[config.mk]
export PLATFORM = sky130hd
export DESIGN_NAME = rw_arbiter
export DESIGN_NICKNAME = d
export VERILOG_FILES = /design/src/rtl/rwa_pkg.sv /design/src/rtl/rwa_queue.sv /design/src/rtl/rwa_picker.sv /design/src/rtl/rw_arbiter.sv
export SDC_FILE = /design/constraint.sdc
export NUM_CORES = 1
export LEC_CHECK = 0
export BUFFER_PORTS_ARGS = -buffer_cell sky130_fd_sc_hd__buf_2
export CAP_MARGIN = 30
export CORE_MARGIN = 2
export CORE_UTILIZATION = 50
export DETAILED_ROUTE_END_ITERATION = 8
export PLACE_DENSITY = 0.74
export SKIP_LAST_GASP = 1
export SLEW_MARGIN = 30
export SYNTH_ARGS = -nofsm -noshare
export SYNTH_HDL_FRONTEND = slang
export SYNTH_SLANG_ARGS = --single-unit
[constraint.sdc]
create_clock -name clk -period 4.1 [get_ports clk]
set_clock_uncertainty 0.1 [all_clocks]
set_input_delay 0.41 -clock clk [delete_from_list [all_inputs] [get_ports clk]]
set_output_delay 0.41 -clock clk [all_outputs]
set_load 0.02 [all_outputs]
[src/rtl/rwa_pkg.sv]
package rwa_pkg;

    typedef enum logic [1:0] {
        ST_IDLE  = 2'd0,
        ST_ISSUE = 2'd1,
        ST_WAIT  = 2'd2
    } rwa_state_e;

    localparam logic [1:0] POL_RD_FIRST = 2'b10;
    localparam logic [1:0] POL_WR_FIRST = 2'b01;

endpackage

[src/rtl/rwa_queue.sv]
module rwa_queue #(
    parameter int DEPTH = 8,
    parameter int DW    = 8,
    parameter int WMW   = 5
) (
    input  logic           clk,
    input  logic           rst_n,
    input  logic           clr,
    input  logic [WMW-1:0] wm,
    input  logic           push,
    input  logic [DW-1:0]  din,
    input  logic           pop,
    output logic [DW-1:0]  dout,
    output logic           not_empty,
    output logic           full
);
    localparam int AW   = (DEPTH > 1) ? $clog2(DEPTH) : 1;
    localparam int CW   = $clog2(DEPTH + 1);
    localparam int CMPW = ((CW > WMW) ? CW : WMW) + 1;

    logic [DW-1:0] slots [DEPTH];
    logic [AW-1:0] head_q, tail_q;
    logic [CW-1:0] fill_q;

    function automatic logic [AW-1:0] step(input logic [AW-1:0] p);
        return (p == AW'(DEPTH - 1)) ? '0 : p + 1'b1;
    endfunction

    assign not_empty = (fill_q != '0);
    assign full      = (CMPW'(fill_q) >= CMPW'(wm)) || (fill_q == CW'(DEPTH));
    assign dout      = slots[head_q];

    always_ff @(posedge clk or negedge rst_n) begin
        if (!rst_n) begin
            head_q <= '0;
            tail_q <= '0;
            fill_q <= '0;
        end else if (clr) begin
            head_q <= '0;
            tail_q <= '0;
            fill_q <= '0;
        end else begin
            if (push) tail_q <= step(tail_q);
            if (pop)  head_q <= step(head_q);
            if (push && !pop)      fill_q <= fill_q + 1'b1;
            else if (pop && !push) fill_q <= fill_q - 1'b1;
        end
    end

    always_ff @(posedge clk) begin
        if (push) slots[tail_q] <= din;
    end

    assert_no_overflow_R7: assert property (@(posedge clk) disable iff (!rst_n || clr)
        push |-> (fill_q < CW'(DEPTH)));

    assert_push_below_mark_R7: assert property (@(posedge clk) disable iff (!rst_n || clr)
        push |-> (CMPW'(fill_q) < CMPW'(wm)));

    assert_no_underflow_R10: assert property (@(posedge clk) disable iff (!rst_n || clr)
        pop |-> not_empty);

endmodule

[src/rtl/rwa_picker.sv]
module rwa_picker (
    input  logic       clk,
    input  logic       rst_n,
    input  logic       clr,
    input  logic [1:0] mode,
    input  logic       rd_pend,
    input  logic       wr_pend,
    input  logic       take,
    output logic       pick_wr
);
    import rwa_pkg::*;

    logic last_wr_q;
    logic rr_mode;
    logic tie;

    assign rr_mode = (mode != POL_RD_FIRST) && (mode != POL_WR_FIRST);
    assign tie     = rd_pend && wr_pend;

    always_comb begin
        unique case (mode)
            POL_RD_FIRST: pick_wr = !rd_pend;
            POL_WR_FIRST: pick_wr = wr_pend;
            default:      pick_wr = tie ? !last_wr_q : wr_pend;
        endcase
    end

    always_ff @(posedge clk or negedge rst_n) begin
        if (!rst_n)                      last_wr_q <= 1'b1;
        else if (clr)                    last_wr_q <= 1'b1;
        else if (take && tie && rr_mode) last_wr_q <= pick_wr;
    end

    assert_ptr_hold_R4: assert property (@(posedge clk) disable iff (!rst_n || clr)
        (take && !tie) |=> $stable(last_wr_q));

    assert_tie_alternates_R3: assert property (@(posedge clk) disable iff (!rst_n || clr)
        (take && tie && rr_mode) |=> (last_wr_q == $past(pick_wr)));

endmodule

[src/rtl/rw_arbiter.sv]
module rw_arbiter #(
    parameter int DEPTH = 8,
    parameter int DW    = 8,
    parameter int WMW   = 5
) (
    input  logic           clk,
    input  logic           rst_n,
    input  logic           soft_rst,
    input  logic           enable,
    input  logic [1:0]     mode,
    input  logic [WMW-1:0] watermark,
    input  logic           rd_valid,
    output logic           rd_ready,
    input  logic [DW-1:0]  rd_data,
    input  logic           wr_valid,
    output logic           wr_ready,
    input  logic [DW-1:0]  wr_data,
    output logic           gnt_valid,
    input  logic           gnt_ready,
    output logic           gnt_write,
    output logic [DW-1:0]  gnt_data,
    input  logic           cpl_in,
    output logic           cpl_out,
    output logic           busy
);
    import rwa_pkg::*;

    rwa_state_e    state_q, state_d;
    logic          rd_ne, wr_ne, rd_full, wr_full;
    logic [DW-1:0] rd_head, wr_head;
    logic          pick_wr, start;
    logic          rd_push, wr_push, rd_pop, wr_pop;
    logic          g_wr_q;
    logic [DW-1:0] g_data_q;

    assign rd_ready = !enable || !rd_full;
    assign wr_ready = !enable || !wr_full;
    assign rd_push  = rd_valid && enable && !rd_full;
    assign wr_push  = wr_valid && enable && !wr_full;

    assign start  = (state_q == ST_IDLE) && enable && (rd_ne || wr_ne);
    assign rd_pop = start && !pick_wr;
    assign wr_pop = start && pick_wr;

    rwa_queue #(.DEPTH(DEPTH), .DW(DW), .WMW(WMW)) u_rdq (
        .clk(clk), .rst_n(rst_n), .clr(soft_rst), .wm(watermark),
        .push(rd_push), .din(rd_data), .pop(rd_pop),
        .dout(rd_head), .not_empty(rd_ne), .full(rd_full)
    );

    rwa_queue #(.DEPTH(DEPTH), .DW(DW), .WMW(WMW)) u_wrq (
        .clk(clk), .rst_n(rst_n), .clr(soft_rst), .wm(watermark),
        .push(wr_push), .din(wr_data), .pop(wr_pop),
        .dout(wr_head), .not_empty(wr_ne), .full(wr_full)
    );

    rwa_picker u_pick (
        .clk(clk), .rst_n(rst_n), .clr(soft_rst), .mode(mode),
        .rd_pend(rd_ne), .wr_pend(wr_ne), .take(start), .pick_wr(pick_wr)
    );

    // Next-state logic
    always_comb begin
        state_d = state_q;
        unique case (state_q)
            ST_IDLE:  if (start)     state_d = ST_ISSUE;
            ST_ISSUE: if (gnt_ready) state_d = ST_WAIT;
            ST_WAIT:  if (cpl_in)    state_d = ST_IDLE;
            default:                 state_d = ST_IDLE;
        endcase
    end

    // State and grant registers
    always_ff @(posedge clk or negedge rst_n) begin
        if (!rst_n) begin
            state_q  <= ST_IDLE;
            g_wr_q   <= 1'b0;
            g_data_q <= '0;
        end else if (soft_rst) begin
            state_q  <= ST_IDLE;
            g_wr_q   <= 1'b0;
            g_data_q <= '0;
        end else begin
            state_q <= state_d;
            if (start) begin
                g_wr_q   <= pick_wr;
                g_data_q <= pick_wr ? wr_head : rd_head;
            end
        end
    end

    // Outputs
    always_comb begin
        gnt_valid = (state_q == ST_ISSUE);
        gnt_write = g_wr_q;
        gnt_data  = g_data_q;
        cpl_out   = cpl_in && enable;
        busy      = (state_q != ST_IDLE) || rd_ne || wr_ne;
    end

    assert_read_first_R1: assert property (@(posedge clk) disable iff (!rst_n || soft_rst)
        (start && mode == POL_RD_FIRST && rd_ne) |=> (gnt_valid && !gnt_write));

    assert_write_first_R2: assert property (@(posedge clk) disable iff (!rst_n || soft_rst)
        (start && mode == POL_WR_FIRST && wr_ne) |=> (gnt_valid && gnt_write));

    assert_drop_ready_R5: assert property (@(posedge clk) disable iff (!rst_n || soft_rst)
        !enable |-> (rd_ready && wr_ready));

    assert_no_start_disabled_R5: assert property (@(posedge clk) disable iff (!rst_n || soft_rst)
        (!gnt_valid && !enable) |=> !gnt_valid);

    assert_grant_busy_R8: assert property (@(posedge clk) disable iff (!rst_n || soft_rst)
        gnt_valid |-> busy);

    assert_grant_stable_R10: assert property (@(posedge clk) disable iff (!rst_n || soft_rst)
        (gnt_valid && !gnt_ready) |=> (gnt_valid && $stable(gnt_write) && $stable(gnt_data)));

    assert_one_outstanding_R10: assert property (@(posedge clk) disable iff (!rst_n || soft_rst)
        (gnt_valid && gnt_ready) |=> !gnt_valid);

endmodule

## Word-level counts from Yosys, hierarchy flattened

Memories as Yosys holds them, arrays and structs flattened.
Index checks and enable logic that the tools add are counted.

| storage, ports and cells | value |
|---|---|
| register bits after elaboration | 32 |
| bits in writable memories | 128 |
| bits of input ports | 31 |
| output and inout port bits | 14 |
| logic and storage cells | 120 |
| memories | 2 |

Memories:

| memory | words | width | read ports | clocked after Yosys merged registers in | write ports | line | RTL |
|---|---|---|---|---|---|---|---|
| u_rdq.slots | 8 | 8 | 1 | 0 | 1 | rwa_queue.sv:21 | `logic [DW-1:0] slots [DEPTH];` |
| u_wrq.slots | 8 | 8 | 1 | 0 | 1 | rwa_queue.sv:21 |  |

| cells by class | value |
|---|---|
| add/sub/neg operators | 8 |
| magnitude comparators | 2 |
| equality and inequality tests | 15 |
| mux-type cells | 36 |
| reduce and logical (&&, ||, !) cells | 47 |

Operators by type and width:

| kind | count |
|---|---|
| 2-to-1 mux 3 bit | 12 |
| 2-to-1 mux 4 bit | 6 |
| 2-to-1 mux 8 bit | 3 |
| logical AND 1 bit | 17 |
| nonzero test 2 bit | 7 |
| adder 3 x 1 -> 3 bit, second input constant | 4 |
| == test 3 bit, second input constant | 4 |
| greater-or-equal comparator 4 x 5 -> 1 bit | 2 |
| logical NOT 1 bit | 10 |
| 2-to-1 mux 1 bit | 9 |
| adder 4 x 1 -> 4 bit, second input constant | 2 |
| == test 4 bit, second input constant | 2 |
| 2-to-1 mux 2 bit | 4 |
| nonzero test 4 bit | 2 |
| subtractor 4 x 1 -> 4 bit, second input constant | 2 |
| logical OR 1 bit | 7 |
| inequality test 3 bit, second input constant | 2 |
| one-hot mux 2 bit (3 select lines) | 1 |
| nonzero test 3 bit | 2 |
| == test 2 x 1 -> 1 bit, second input constant | 2 |
| == test 2 bit, second input constant | 2 |
| inequality test 3 x 2 -> 1 bit, second input constant | 1 |
| AND reduction 3 bit | 1 |
| logical NOT 2 bit | 1 |
| 3 further kinds | 3 |

## Logic depth before layout (Yosys ltp)

| logic depth | value |
|---|---|
| word-level depth | 10 |
| mapped depth | 12 |
| gate-level depth less buffers | 12 |

## Cells and area by module

From an unflattened synthesis, not the netlist that was laid out.

| unflattened totals | value |
|---|---|
| cells, all modules | 430 |
| area, all modules | 7186.9 µm² |

Modules (own cells, without submodules):

| module | times used | cells each | area an instance (µm²) | seq. area each (µm²) |
|---|---|---|---|---|
| rwa_queue (u_wrq) | 1 | 179 | 3209.3 | 2172.1 |
| rwa_queue (u_rdq) | 1 | 176 | 3200.6 | 2172.1 |
| rw_arbiter | 1 | 62 | 664.4 | 275.3 |
| rwa_picker | 1 | 13 | 112.6 | 26.3 |

## Worst setup path after synthesis

Ideal clock, no wire load.

| timing | value |
|---|---|
| kind | input to register |
| start | input port watermark[2] |
| end | memory u_rdq.slots[0][0] (enable) |
| library setup time | 0.398 ns |
| arrival | 2.713 ns |
| data required time | 3.602 ns |
| setup slack | 0.889 ns |
| cell stages on the path | 7 |
| buffers on the path | 1 |
| cell sequence | inv_1 ha_1 a211oi_1 nor3_1 nor3_1 clkbuf_1 nor4b_1 |

| between the ends | value |
|---|---|
| longest elaborated chain between the ends | 6 |

RTL lines:

| what | line | RTL |
|---|---|---|
| start, declared | rw_arbiter.sv:11 | `input logic [WMW-1:0] watermark,` |
| greater-or-equal comparator 4 x 5 -> 1 bit | rwa_queue.sv:30 | `assign full = (CMPW'(fill_q) >= CMPW'(wm)) \|\| (fill_q == CW'(DEPTH));` |
| logical OR 1 bit | rwa_queue.sv:30 |  |
| logical NOT 1 bit | rw_arbiter.sv:38 | `assign rd_push = rd_valid && enable && !rd_full;` |
| logical AND 1 bit | rw_arbiter.sv:38 |  |
| 2-to-1 mux 1 bit | rwa_queue.sv:51 | `if (push) slots[tail_q] <= din;` |
| 2-to-1 mux 1 bit (implied by the code) | rwa_queue.sv:51 |  |
| end, declared | rwa_queue.sv:21 |  |

No other way between the ends.

## Worst setup path in the final report

| timing | value |
|---|---|
| start | register u_wrq.fill_q[1] |
| end | register u_wrq.fill_q[3] |

| between the ends | value |
|---|---|
| longest elaborated chain between the ends | 9 |
| elaborated cells on any way between the ends | 22 |
| classes of those cells | 2 x add/sub; 1 x order compare; 1 x eq/ne; 5 x mux; 13 x reduce/logical |

RTL lines:

| what | line | RTL |
|---|---|---|
| start, declared | rwa_queue.sv:23 | `logic [CW-1:0] fill_q;` |
| start signal, assigned | rwa_queue.sv:45 | `if (push && !pop) fill_q <= fill_q + 1'b1;` |
| start signal, assigned | rwa_queue.sv:46 | `else if (pop && !push) fill_q <= fill_q - 1'b1;` |
| nonzero test 4 bit | rwa_queue.sv:29 | `assign not_empty = (fill_q != '0);` |
| logical AND 1 bit | rwa_picker.sv:18 | `assign tie = rd_pend && wr_pend;` |
| 2-to-1 mux 1 bit | rwa_picker.sv:24 | `default: pick_wr = tie ? !last_wr_q : wr_pend;` |
| one-hot mux 1 bit (2 select lines) | rwa_picker.sv:21 | `unique case (mode)` |
| logical AND 1 bit | rw_arbiter.sv:43 | `assign wr_pop = start && pick_wr;` |
| logical NOT 1 bit | rwa_queue.sv:45 |  |
| logical AND 1 bit | rwa_queue.sv:45 |  |
| 2-to-1 mux 4 bit | rwa_queue.sv:45 |  |
| 2-to-1 mux 4 bit | rwa_queue.sv:38 | `end else if (clr) begin` |

Parallel ways exist; a longest one is shown, timed or not. The select of a mux whose other input is x is not followed.
A chain may end at the register's enable or synchronous reset.

==> run metrics <==
outcome completed; # diodes 0; Worst Path Required 4310 ps; Cells after Synth around 430; starting density of the core between 50% and 60%; Clock Tree Buf Depth 2; post_cts resized 0; end of the worst register-to-register path u_wrq.fill_q[3]$_DFFE_PN0P_; r2r setup slk ~620 ps; area grow syn2layout 16.0%; final setup vio count 0; cell area after synthesis 7020 um^2; asr flop ratio synth 20.0%; Syn Area/Cell 16.5 um^2; root buffer cell clkbuf_16; RSZ-0062 raised after global routing no; gr ovfl total 0; Period minus WS final 3480 ps; first-pass GRT wire length 21000 um; WHS Endpoint u_rdq.slots[0][1]$_DFFE_PP_; initial antenna violation count 0; Rel. slew slack 44.2%; CTS Buf Count 17; core area 13800 um^2; Peak VDD IR 0.366 mV; IO Port Bufs 44; DP Cell Count 650; synthesized net count 480; Post-CTS Setup Inserts 0; PD cells 603 nW/um^2; routed wire length around 13000 um; Die Y about 120 um; Leakage 2.96 nW; vias in the first global route 3895; reg2reg start u_wrq.fill_q[1]$_DFFE_PN0P_; Clock Sinks 160; Worst Setup Path Type reg2reg; Place WS between 600 and 700 ps; largest net degree at the start of global routing 35; Pre-antenna DRT Iters 4; worst-margin pin slew 837 ps; Clock Latency Late Sink between 400 and 500 ps; final period utilization 85.0%; Crit path arrival time around 3700 ps; worst-path maximum fanout 10; routed vias/inst 5.66; Ys Warns 0; Die X 123 um; R2R cell count 10; hold-critical path depth 1; register area share after synthesis 66.2%; Pwr Total around 4.9 mW; std cell rows 43; Worst setup EP type flip-flop; setup_tns 0 ps; CTS tree yes; post-route cell area 8150 um^2; fraction of layout cells with a size suffix above 1 30.8%; final design utilization 59.1%; Worst Hold Class in2reg; final hold vios 0; prevailing post-synth register cell edfxtp_1; Max Cap Viol 0; Distinct cells, synth 51; pins over their slew limit 0; 1st-iter DRT viols around 260; io pins 45; Final #Nets 544; H-tree levels 4; final setup margin between 600 and 700 ps; CP Launch Type flip-flop; via count 3864; Reg clk slew, reported paths about 70 ps; post-synthesis sequential element count 160; RD Place Congestion 0.811; EDFF count, synth 128; die area 15000 um^2; Post-DP HPWL just under 9000 um; Finished Layout Cells around 680; Total GRT Usage roughly a fifth; Hold Crit Start rd_data[1]; Hold Worst Slack 149 ps; fmax roughly 290 MHz; DRT antenna net count 0; Remaining DRCs 0; Routed WL per cell 19.6 um; placed instance area about 7500 um^2
## registers in the layout, indices dropped and copies added, names as in the netlist, 2 cells and up
signal,count
gnt_data,8
state_q,2
u_wrq.fill_q,4
u_wrq.slots,64
u_rdq.fill_q,4
u_rdq.tail_q,3
u_rdq.slots,64
u_wrq.head_q,3
u_rdq.head_q,3
u_wrq.tail_q,3
## synth_stat cells (2+ instances only)
cell	count	area, um^2
xnor2_1	5	43.8
mux2i_1	15	150
or4_1	2	15.0
mux4_2	32	721
nand2_1	26	97.6
nor3b_1	7	52.6
nor4b_1	3	26.3
nor2_1	27	101
nor3_1	11	55.1
and2_1	2	12.5
a21oi_1	17	85.1
a21o_1	2	15.0
nor2b_1	6	37.5
o21ai_2	2	17.5
clkbuf_1	11	41.3
buf_1	4	15.0
a211oi_1	3	22.5
fa_1	2	40.0
ha_1	21	263
o21ai_0	3	15.0
nand2b_1	3	18.8
buf_6	2	22.5
o211ai_1	8	60.1
edfxtp_1	128	3840
xor2_1	4	35.0
mux2_2	8	90.1
dfrtp_1	31	776
nor3b_2	2	25.0
mux2_1	2	22.5
inv_1	12	45.0
buf_2	5	25.0
## critical path, stage by stage (launching register included)
cell     delay [ps]
dfrtp_1         460
or4_1           640
o21a_1          370
o21ai_2         240
nor2b_4         260
inv_1            90
ha_1            300
a21o_1          180
a21oi_1         170
mux2i_1         230
mux2_1          340
## area by class of cell
| type | instances | area, um^2 |
|---|---|---|
| multi-input cells | 232 | 2250 |
| clock inverters | 15 | 158 |
| flip-flops and latches | 160 | 4650 |
| clock buffers | 17 | 425 |
| well taps | 180 | 225 |
| inverters | 12 | 45.0 |
| fillers | 1032 | 5630 |
| repair buffers | 67 | 395 |
## cell families (layout without fill, tap and decap cells)
group	after synthesis	after routing	synth area share [%]
and+or+nand+nor	100	100	7.86
AOI/OAI and AO/OA	42	42	4.19
xor gates and xnor gates	10	10	1.35
muxes	57	57	14.0
buffers and inverters	34	111	2.12
adders and majority gates	23	23	4.31
DFF	160	160	66.2
## cells in the final DEF, fill, tap and decap left out, types with 3 or more instances in the layout
master / instances
a211oi_1: 3
a21oi_1: 17
buf_2: 44
buf_4: 22
clkbuf_16: 17
clkinvlp_4: 4
dfrtp_1: 29
edfxtp_1: 128
ha_1: 21
inv_1: 12
inv_6: 4
mux2_2: 8
mux2i_1: 15
mux4_2: 32
nand2_1: 26
nand2b_1: 3
nor2_1: 26
nor2b_1: 6
nor3_1: 11
nor3b_1: 7
nor4b_2: 3
o211ai_1: 8
o21ai_0: 3
xnor2_1: 5
xor2_1: 4
## how the worst max path moves through the flow
stage / start / end / slack (ps) / cells past startpoint
6_report: u_wrq.fill_q[1]$_DFFE_PN0P_ / u_wrq.fill_q[3]$_DFFE_PN0P_ / 620 / 10
2_1_floorplan: watermark[2] / u_rdq.slots[0][0]$_DFFE_PP_ / 890 / 7
3_5_place_dp: u_wrq.fill_q[1]$_DFFE_PN0P_ / u_wrq.fill_q[3]$_DFFE_PN0P_ / 630 / 10
5_1_grt: u_wrq.fill_q[1]$_DFFE_PN0P_ / u_wrq.fill_q[3]$_DFFE_PN0P_ / 430 / 10
3_3_place_gp: u_wrq.fill_q[1]$_DFFE_PN0P_ / u_wrq.fill_q[3]$_DFFE_PN0P_ / 770 / 10
4_1_cts: u_wrq.fill_q[1]$_DFFE_PN0P_ / u_wrq.fill_q[3]$_DFFE_PN0P_ / 620 / 10
## what timing repair did
item | 4_1_cts | 5_1_grt
endpoints found under the hold margin | 31 | 0
setup endpoints to repair | 0 | 0
hold buffers | 1 | 0
## routing by layer
metal	wire, um	GRT usage, %	vias to the layer above
met4	261	8.98	0
li1	-	-	1771
met3	656	4.28	21
met5	0	0	-
met2	6510	30.1	106
met1	5960	26.9	1966
## power breakdown
group          leakage [nW]  internal, mW  switching (mW)
Clock                 0.274         0.902           0.640
Sequential             1.58          1.89           0.201
Combinational          1.10         0.616           0.669
Total                  2.96          3.40            1.51
Note: power is estimated with default switching activity, not from simulation.
